<file path="config.mk">
export PLATFORM = sky130hd
export DESIGN_NAME = ds1_rx_alarm_det
export DESIGN_NICKNAME = d
export VERILOG_FILES = /design/src/rtl/ds1_alarm_pkg.sv /design/src/rtl/ds1_yel_det.sv /design/src/rtl/ds1_esf_yel_det.sv /design/src/rtl/ds1_blue_det.sv /design/src/rtl/ds1_rx_alarm_det.sv
export SDC_FILE = /design/constraint.sdc
export NUM_CORES = 1
export LEC_CHECK = 0
export BUFFER_PORTS_ARGS = -buffer_cell sky130_fd_sc_hd__buf_2
export CELL_PAD_IN_SITES_DETAIL_PLACEMENT = 0
export CELL_PAD_IN_SITES_GLOBAL_PLACEMENT = 1
export CORE_UTILIZATION = 40
export CTS_CLUSTER_SIZE = 25
export DETAILED_ROUTE_END_ITERATION = 16
export GPL_TIMING_DRIVEN = 0
export PLACE_DENSITY_LB_ADDON = 0.1
export SLEW_MARGIN = 20
export SYNTH_ARGS = -nofsm -noshare
export SYNTH_HDL_FRONTEND = slang
export SYNTH_SLANG_ARGS = --single-unit
</file>
<file path="constraint.sdc">
create_clock -name clk_i -period 4.7 [get_ports clk_i]
set_clock_uncertainty 0.1 [all_clocks]
set_input_delay 0.235 -clock clk_i [delete_from_list [all_inputs] [get_ports clk_i]]
set_output_delay 0.235 -clock clk_i [all_outputs]
set_load 0.03 [all_outputs]
</file>
<file path="src/rtl/ds1_alarm_pkg.sv">
package ds1_alarm_pkg;
  localparam int unsigned DS0_PER_FRAME = 24;
  localparam int unsigned DS0_IDX_W     = 5;
  localparam int unsigned DS0_BIT_W     = 3;
  localparam int unsigned FDL_PAT_LEN   = 16;

  typedef struct packed {
    logic yellow;
    logic esf_yellow;
    logic blue;
  } alarm_vec_t;
endpackage

</file>
<file path="src/rtl/ds1_yel_det.sv">
module ds1_yel_det #(
  parameter int unsigned NUM_CHAN = 24,
  parameter int unsigned CHAN_W   = 5,
  parameter int unsigned BIT_W    = 3,
  parameter int unsigned SIG_POS  = 1
) (
  input  logic              clk_i,
  input  logic              rst_ni,
  input  logic              bit_i,
  input  logic              frame_start_i,
  input  logic [CHAN_W-1:0] chan_idx_i,
  input  logic [BIT_W-1:0]  bit_idx_i,
  output logic              yellow_o
);
  localparam int unsigned CNT_W = $clog2(NUM_CHAN + 1);
  localparam logic [CNT_W-1:0] FULL = CNT_W'(NUM_CHAN);

  logic [CNT_W-1:0] samp_cnt;
  logic             one_seen;
  logic             sample;

  assign sample = !frame_start_i && (bit_idx_i == BIT_W'(SIG_POS))
                  && (32'(chan_idx_i) < NUM_CHAN);

  always_ff @(posedge clk_i or negedge rst_ni) begin
    if (!rst_ni) begin
      samp_cnt <= '0;
      one_seen <= 1'b0;
      yellow_o <= 1'b0;
    end else if (frame_start_i) begin
      // verdict on the frame just ended
      if (one_seen)              yellow_o <= 1'b0;
      else if (samp_cnt == FULL) yellow_o <= 1'b1;
      samp_cnt <= '0;
      one_seen <= 1'b0;
    end else if (sample) begin
      if (samp_cnt != FULL) samp_cnt <= samp_cnt + 1'b1;
      if (bit_i)            one_seen <= 1'b1;
    end
  end

  assert_yel_frame_sync_R2: assert property (@(posedge clk_i) disable iff (!rst_ni)
    !frame_start_i |=> $stable(yellow_o));
endmodule

</file>
<file path="src/rtl/ds1_esf_yel_det.sv">
module ds1_esf_yel_det #(
  parameter int unsigned FDL_LEN = 16,
  parameter int unsigned CLR_RUN = 16
) (
  input  logic clk_i,
  input  logic rst_ni,
  input  logic bit_i,
  input  logic esf_mode_i,
  input  logic fdl_valid_i,
  output logic esf_yellow_o
);
  localparam int unsigned HALF  = FDL_LEN / 2;
  localparam int unsigned RUN_W = $clog2(CLR_RUN);
  localparam logic [FDL_LEN-1:0] PATTERN = {{HALF{1'b1}}, {(FDL_LEN-HALF){1'b0}}};
  localparam logic [RUN_W-1:0]   RUN_LAST = RUN_W'(CLR_RUN - 1);

  logic [FDL_LEN-1:0] fdl_sr;
  logic [FDL_LEN-1:0] sr_next;
  logic [RUN_W-1:0]   miss_run;
  logic               hit;

  assign sr_next = {fdl_sr[FDL_LEN-2:0], bit_i};
  assign hit     = (sr_next == PATTERN);

  always_ff @(posedge clk_i or negedge rst_ni) begin
    if (!rst_ni) begin
      fdl_sr       <= '0;
      miss_run     <= '0;
      esf_yellow_o <= 1'b0;
    end else if (!esf_mode_i) begin
      fdl_sr       <= '0;
      miss_run     <= '0;
      esf_yellow_o <= 1'b0;
    end else if (fdl_valid_i) begin
      fdl_sr <= sr_next;
      if (hit) begin
        esf_yellow_o <= 1'b1;
        miss_run     <= '0;
      end else if (miss_run == RUN_LAST) begin
        esf_yellow_o <= 1'b0;
        miss_run     <= '0;
      end else begin
        miss_run <= miss_run + 1'b1;
      end
    end
  end

  assert_esf_mode_gate_R7: assert property (@(posedge clk_i) disable iff (!rst_ni)
    !esf_mode_i |=> !esf_yellow_o);
  assert_esf_strobe_only_R8: assert property (@(posedge clk_i) disable iff (!rst_ni)
    (esf_mode_i && !fdl_valid_i) |=> $stable(esf_yellow_o));
endmodule

</file>
<file path="src/rtl/ds1_blue_det.sv">
module ds1_blue_det #(
  parameter int unsigned NEED_FRAMES = 2,
  parameter int unsigned WIN_FRAMES  = 2
) (
  input  logic clk_i,
  input  logic rst_ni,
  input  logic bit_i,
  input  logic frame_start_i,
  input  logic oof_i,
  output logic blue_o
);
  localparam int unsigned RUN_W = $clog2(NEED_FRAMES + 1);
  localparam int unsigned WIN_W = (WIN_FRAMES > 1) ? $clog2(WIN_FRAMES) : 1;
  localparam logic [RUN_W-1:0] RUN_MAX  = RUN_W'(NEED_FRAMES);
  localparam logic [RUN_W-1:0] RUN_ARM  = RUN_W'(NEED_FRAMES - 1);
  localparam logic [WIN_W-1:0] WIN_LAST = WIN_W'(WIN_FRAMES - 1);

  logic             started;
  logic             frame_ones;
  logic             frame_oof;
  logic [RUN_W-1:0] run_cnt;
  logic [WIN_W-1:0] win_cnt;
  logic             win_zero;
  logic             frame_hit;
  logic             win_end;

  assign frame_hit = frame_ones && frame_oof;
  assign win_end   = (win_cnt == WIN_LAST);

  always_ff @(posedge clk_i or negedge rst_ni) begin
    if (!rst_ni) begin
      started    <= 1'b0;
      frame_ones <= 1'b0;
      frame_oof  <= 1'b0;
      run_cnt    <= '0;
      win_cnt    <= '0;
      win_zero   <= 1'b0;
      blue_o     <= 1'b0;
    end else if (frame_start_i) begin
      started    <= 1'b1;
      frame_ones <= bit_i;
      frame_oof  <= oof_i;
      if (!started) begin
        win_cnt  <= '0;
        win_zero <= !bit_i;
      end else begin
        if (frame_hit) run_cnt <= (run_cnt == RUN_MAX) ? RUN_MAX : run_cnt + 1'b1;
        else           run_cnt <= '0;
        win_cnt  <= win_end ? '0 : win_cnt + 1'b1;
        win_zero <= win_end ? !bit_i : (win_zero || !bit_i);
        if (frame_hit && run_cnt >= RUN_ARM) blue_o <= 1'b1;
        else if (win_end && win_zero)        blue_o <= 1'b0;
      end
    end else begin
      frame_ones <= frame_ones && bit_i;
      frame_oof  <= frame_oof && oof_i;
      win_zero   <= win_zero || !bit_i;
    end
  end

  assert_blue_needs_oof_R9: assert property (@(posedge clk_i) disable iff (!rst_ni)
    $rose(blue_o) |-> ($past(oof_i, 2) && $past(frame_start_i)));
  assert_blue_clear_at_frame_R11: assert property (@(posedge clk_i) disable iff (!rst_ni)
    $fell(blue_o) |-> $past(frame_start_i));
endmodule

</file>
<file path="src/rtl/ds1_rx_alarm_det.sv">
module ds1_rx_alarm_det
  import ds1_alarm_pkg::*;
#(
  parameter int unsigned NUM_CHAN    = DS0_PER_FRAME,
  parameter int unsigned CHAN_W      = DS0_IDX_W,
  parameter int unsigned BIT_W       = DS0_BIT_W,
  parameter int unsigned SIG_POS     = 1,
  parameter int unsigned FDL_LEN     = FDL_PAT_LEN,
  parameter int unsigned CLR_RUN     = FDL_PAT_LEN,
  parameter int unsigned NEED_FRAMES = 2,
  parameter int unsigned WIN_FRAMES  = 2
) (
  input  logic              clk_i,
  input  logic              rst_ni,
  input  logic              bit_i,
  input  logic              frame_start_i,
  input  logic [CHAN_W-1:0] chan_idx_i,
  input  logic [BIT_W-1:0]  bit_idx_i,
  input  logic              oof_i,
  input  logic              esf_mode_i,
  input  logic              fdl_valid_i,
  output logic              yellow_o,
  output logic              esf_yellow_o,
  output logic              blue_o
);
  alarm_vec_t alarms;

  ds1_yel_det #(
    .NUM_CHAN (NUM_CHAN),
    .CHAN_W   (CHAN_W),
    .BIT_W    (BIT_W),
    .SIG_POS  (SIG_POS)
  ) u_yel (
    .clk_i         (clk_i),
    .rst_ni        (rst_ni),
    .bit_i         (bit_i),
    .frame_start_i (frame_start_i),
    .chan_idx_i    (chan_idx_i),
    .bit_idx_i     (bit_idx_i),
    .yellow_o      (alarms.yellow)
  );

  ds1_esf_yel_det #(
    .FDL_LEN (FDL_LEN),
    .CLR_RUN (CLR_RUN)
  ) u_esf (
    .clk_i        (clk_i),
    .rst_ni       (rst_ni),
    .bit_i        (bit_i),
    .esf_mode_i   (esf_mode_i),
    .fdl_valid_i  (fdl_valid_i),
    .esf_yellow_o (alarms.esf_yellow)
  );

  ds1_blue_det #(
    .NEED_FRAMES (NEED_FRAMES),
    .WIN_FRAMES  (WIN_FRAMES)
  ) u_blue (
    .clk_i         (clk_i),
    .rst_ni        (rst_ni),
    .bit_i         (bit_i),
    .frame_start_i (frame_start_i),
    .oof_i         (oof_i),
    .blue_o        (alarms.blue)
  );

  assign yellow_o     = alarms.yellow;
  assign esf_yellow_o = alarms.esf_yellow;
  assign blue_o       = alarms.blue;
endmodule

</file>
==> run_summary.xml <==
<?xml version="1.0" encoding="UTF-8"?>
<metrics>
  <group name="timing">
    <metric name="setup_viol_count_final" unit="">0</metric>
    <metric name="max_clk_rate" unit="MHz">549</metric>
    <metric name="post-route-min-period" unit="ns">1.82</metric>
    <metric name="final.setup.tns" unit="ns">0</metric>
    <metric name="worst_margin_slew" unit="ns">0.792</metric>
    <metric name="timing_max_transition_violations_final" unit="">0</metric>
    <metric name="rsz0062_at_grt" unit="">false</metric>
    <metric name="postLayoutSetupSlackWorst" unit="ns">2.88</metric>
    <metric name="timing_hold_violations_final" unit="">0</metric>
    <metric name="max_slew_margin" unit="">0.472</metric>
    <metric name="layout_worst_path_cycle_share" unit="">0.388</metric>
  </group>
  <group name="worst_setup_path">
    <metric name="maximum_single_stage_delay_on_the_critical_path" unit="ns">0.55</metric>
    <metric name="worst_ep_required_time" unit="ns">4.77</metric>
    <metric name="worst_ep_arrival_time" unit="ns">1.90</metric>
    <metric name="worst_setup_slack_for_register_to_register_paths" unit="ns">2.88</metric>
    <metric name="cp_num_cells" unit="">4</metric>
    <metric name="crit-reg2reg-launch" unit="">u_esf.fdl_sr[0]$_DFFE_PN0P_</metric>
    <metric name="worstPathCellList" unit="">or4_4 &gt; nor4_4 &gt; o22ai_1 &gt; and2_1</metric>
    <metric name="setup.worst_path.start_class" unit="">flip-flop</metric>
    <metric name="worstSetupPathType" unit="">reg -&gt; reg</metric>
    <metric name="critPathCaptureType" unit="">flip-flop</metric>
    <metric name="timing.critical_path.slowest_stage_cell" unit="">sky130_fd_sc_hd__or4_4</metric>
    <metric name="r2r_cells" unit="">4</metric>
    <metric name="crit_path_max_fanout" unit="">5</metric>
    <metric name="path_delay_family" unit="">simple AND/OR/NAND/NOR gates</metric>
    <metric name="regToRegEndpoint" unit="">u_esf.miss_run[2]$_DFFE_PN0P_</metric>
    <metric name="timing.critical_path.buf_inv" unit="">0</metric>
  </group>
  <group name="final_layout">
    <metric name="design.final.nets" unit="">191</metric>
    <metric name="areaGrowthSynthToFinish" unit="%">13.1</metric>
    <metric name="fill_cells" unit="">399</metric>
    <metric name="diodes" unit="">0</metric>
    <metric name="layout-drive-gt1-share" unit="">0.145</metric>
  </group>
  <group name="synth">
    <metric name="mappedNetlistNets" unit="">171</metric>
    <metric name="yosysWarnings" unit="">0</metric>
    <metric name="synth-simple-area-share" unit="">0.206</metric>
    <metric name="sequential_area_share_after_synthesis" unit="">0.525</metric>
    <metric name="synth_cells" unit="">151</metric>
    <metric name="yosysUniqueCellTypes" unit="">30</metric>
    <metric name="synthesis.area" unit="sq um">1670</metric>
    <metric name="async_s_r_ff_share_synth" unit="">1.00</metric>
    <metric name="synth_area_per_cell" unit="sq um">11.0</metric>
    <metric name="dominantRegCellSynth" unit="">sky130_fd_sc_hd__dfrtp_1</metric>
    <metric name="post_synth_xor_area_fraction" unit="">0.0210</metric>
    <metric name="dominant_combinational_cell_family_by_area_after_synthesis" unit="">simple AND/OR/NAND/NOR gates</metric>
    <metric name="synth_edf_count" unit="">0</metric>
    <metric name="yosys_register_bits" unit="">35</metric>
    <metric name="adder_cell_share_of_the_synthesized_area" unit="">0.0375</metric>
    <metric name="synth.area.mux_share" unit="">0.0960</metric>
    <metric name="share_of_the_synthesized_area_in_compound_gates_ao_oa_aoi_oai" unit="">0.0765</metric>
  </group>
  <group name="pwr">
    <metric name="total_power" unit="uW">570</metric>
    <metric name="peakVddDrop" unit="V">0.000176</metric>
    <metric name="total_switching_power" unit="uW">139</metric>
    <metric name="power_density" unit="nW/um^2">302</metric>
    <metric name="total_leakage_power" unit="nW">0.900</metric>
    <metric name="comb_power_share" unit="">0.083</metric>
    <metric name="power.sequential.fraction" unit="">0.550</metric>
    <metric name="power.clock.fraction" unit="">0.367</metric>
    <metric name="internal_power" unit="uW">432</metric>
    <metric name="switching_share" unit="">0.243</metric>
  </group>
  <group name="global_route">
    <metric name="grt_remaining_overflow" unit="">0</metric>
    <metric name="groute.usage.overall" unit="">0.162</metric>
    <metric name="grt_first_pass_wirelength" unit="mm">5.17</metric>
    <metric name="pin_count_of_the_biggest_net_entering_global_routing" unit="">36</metric>
    <metric name="antenna_found_initial" unit="">0</metric>
    <metric name="grt_pass1_vias" unit="">1111</metric>
  </group>
  <group name="clock_tree">
    <metric name="clock_latency" unit="ns">0.28</metric>
    <metric name="max-clock-path-buffers" unit="">2</metric>
    <metric name="cts_sinks" unit="">35</metric>
    <metric name="clock-root-buffer" unit="">sky130_fd_sc_hd__clkbuf_8</metric>
    <metric name="cts_max_level" unit="">2</metric>
    <metric name="cts-buffers-inserted" unit="">5</metric>
    <metric name="clkSlewWorstSetupHoldPaths" unit="ns">0.07</metric>
    <metric name="cts_tree" unit="">built</metric>
  </group>
  <group name="placed_design">
    <metric name="routabilityCongestion" unit="">0.737</metric>
    <metric name="pre_cts_slack" unit="ns">2.87</metric>
    <metric name="place_hpwl" unit="mm">2.02</metric>
    <metric name="portBuffers" unit="">12</metric>
  </group>
  <group name="die">
    <metric name="initial_utilization" unit="">0.417</metric>
    <metric name="pin_count" unit="">18</metric>
    <metric name="row_count" unit="">23</metric>
    <metric name="fp.dieArea" unit="sq um">4430</metric>
    <metric name="dieWidth" unit="um">66.6</metric>
    <metric name="placeableCoreArea" unit="sq um">4000</metric>
    <metric name="die_h" unit="um">66.6</metric>
  </group>
  <group name="hold_path">
    <metric name="timing.hold.worst_path_depth" unit="">2</metric>
    <metric name="min_path_type" unit="">in -&gt; reg</metric>
    <metric name="min_to" unit="">u_blue.frame_oof$_DFF_PN0_</metric>
    <metric name="hold_path_startpoint" unit="">oof_i</metric>
  </group>
  <group name="detailed_routing">
    <metric name="route.detailed.drc" unit="">0</metric>
    <metric name="post_drt_wl_per_cell" unit="um">13.2</metric>
    <metric name="vias" unit="">1113</metric>
    <metric name="firstDrtPassIters" unit="">4</metric>
    <metric name="route.antenna.remaining_nets" unit="">0</metric>
    <metric name="detail_route.wirelength" unit="mm">2.93</metric>
    <metric name="dr.first_iter.drc_count" unit="">46</metric>
    <metric name="post_drt_via_cell_ratio" unit="">5.01</metric>
  </group>
  <group name="job">
    <metric name="drv.max_cap_violation_count" unit="">0</metric>
  </group>
  <group name="outcome">
    <metric name="status" unit="">completed</metric>
  </group>
</metrics>
==> per-stage QoR <==
stage	area (sq um)	hold WS, ns	utilization	cells
finish	1890	0.0543	0.471	222
global route	1890	0.0445	0.471	222
CTS	1890	0.0462	0.471	222
detailed placement	1790	0.262	0.448	213
global placement	1790	0.253	0.448	213
floorplan	1670	-0.161	-	151
==> per-layer routing <==
metal | vias up | GRT usage | part of all wire
met2 | 9 | 0.250 | 0.47
met4 | 0 | 0.0824 | 0.017
met3 | 6 | 0.0548 | 0.028
li1 | 556 | - | -
met5 | - | 0 | 0
met1 | 542 | 0.200 | 0.48
==> flip-flops by register name (all words and copies together) (netlist names), 2 cells and up <==
register,flops
u_blue.run_cnt,2
u_yel.samp_cnt,5
u_esf.miss_run,4
u_esf.fdl_sr,15
==> power by group through the flow <==
stage | clock network [mW] | registers (mW) | logic (mW)
2_1_floorplan | 0 | 0.319 | 0.0291
3_3_place_gp | 0 | 0.319 | 0.0459
3_5_place_dp | 0 | 0.320 | 0.0475
4_1_cts | 0.218 | 0.314 | 0.0485
5_1_grt | 0.231 | 0.315 | 0.0545
6_report | 0.209 | 0.314 | 0.0471
==> logic make-up (layout without fill, tap and decap cells) <==
logic type,after synthesis,count (layout)
AND/OR/NAND/NOR,55,55
flip-flops,35,35
AO/OA/AOI/OAI,20,20
multiplexers,16,16
buffers and inverters,16,37
adder cells (fa/ha/maj),5,5
XOR/XNOR,4,4
==> synth_stat cells (2+ instances only) <==
library cell	instances	area [sq um]
sky130_fd_sc_hd__xor2_1	3	26.3
sky130_fd_sc_hd__mux2i_1	16	160
sky130_fd_sc_hd__nand3_1	4	20.0
sky130_fd_sc_hd__o22ai_1	3	18.8
sky130_fd_sc_hd__nor2b_1	17	106
sky130_fd_sc_hd__a21oi_1	4	20.0
sky130_fd_sc_hd__or4_1	2	15.0
sky130_fd_sc_hd__ha_1	5	62.6
sky130_fd_sc_hd__nand4_1	5	31.3
sky130_fd_sc_hd__clkbuf_1	4	15.0
sky130_fd_sc_hd__o21ai_0	4	20.0
sky130_fd_sc_hd__dfrtp_1	35	876
sky130_fd_sc_hd__o21a_1	4	30.0
sky130_fd_sc_hd__a22o_1	2	17.5
sky130_fd_sc_hd__nor2_1	7	26.3
sky130_fd_sc_hd__buf_2	2	10.0
sky130_fd_sc_hd__nand2_1	8	30.0
sky130_fd_sc_hd__and2_1	5	31.3
sky130_fd_sc_hd__inv_1	10	37.5
==> cell type report <==
cell class	instances	area, sq um	area share
Clock inverter	2	12.5	0.00664
Sequential cell	35	876	0.464
Buffer	6	25.0	0.0133
Timing Repair Buffer	13	70.1	0.0372
Multi-Input combinational cell	100	729	0.387
Inverter	10	37.5	0.0199
Clock buffer	6	72.6	0.0385
Tap cell	50	62.6	0.0332
==> cells in the final DEF (no fill, tap or decap), types with 5 or more instances in the layout <==
cell and n:
sky130_fd_sc_hd__dfrtp_1 35, sky130_fd_sc_hd__nor2b_1 17, sky130_fd_sc_hd__mux2i_1 16, sky130_fd_sc_hd__buf_2 14
sky130_fd_sc_hd__inv_1 10, sky130_fd_sc_hd__nand2_1 8, sky130_fd_sc_hd__nor2_1 7, sky130_fd_sc_hd__clkbuf_1 5
sky130_fd_sc_hd__nand4_1 5, sky130_fd_sc_hd__and2_1 5, sky130_fd_sc_hd__ha_1 5, sky130_fd_sc_hd__clkbuf_8 5
==> how the worst max path moves through the flow <==
stage,start,end,slack [ns]
after floorplan,u_esf.fdl_sr[0]$_DFFE_PN0P_,u_esf.miss_run[0]$_DFFE_PN0P_,3.01
after global placement,u_esf.fdl_sr[0]$_DFFE_PN0P_,u_esf.miss_run[1]$_DFFE_PN0P_,2.88
after detailed placement,u_esf.fdl_sr[0]$_DFFE_PN0P_,u_esf.miss_run[2]$_DFFE_PN0P_,2.87
after CTS,u_esf.fdl_sr[0]$_DFFE_PN0P_,u_esf.miss_run[2]$_DFFE_PN0P_,2.86
after global routing,u_esf.fdl_sr[0]$_DFFE_PN0P_,u_esf.miss_run[0]$_DFFE_PN0P_,2.78
final,u_esf.fdl_sr[0]$_DFFE_PN0P_,u_esf.miss_run[2]$_DFFE_PN0P_,2.88
==> timing repair <==
item,in CTS,in global routing
endpoints found under the hold margin,35,0
buffers inserted,0,0
resized for setup,0,0
hold buffers,1,0
No activity file was read; power rests on OpenSTA's default activity.
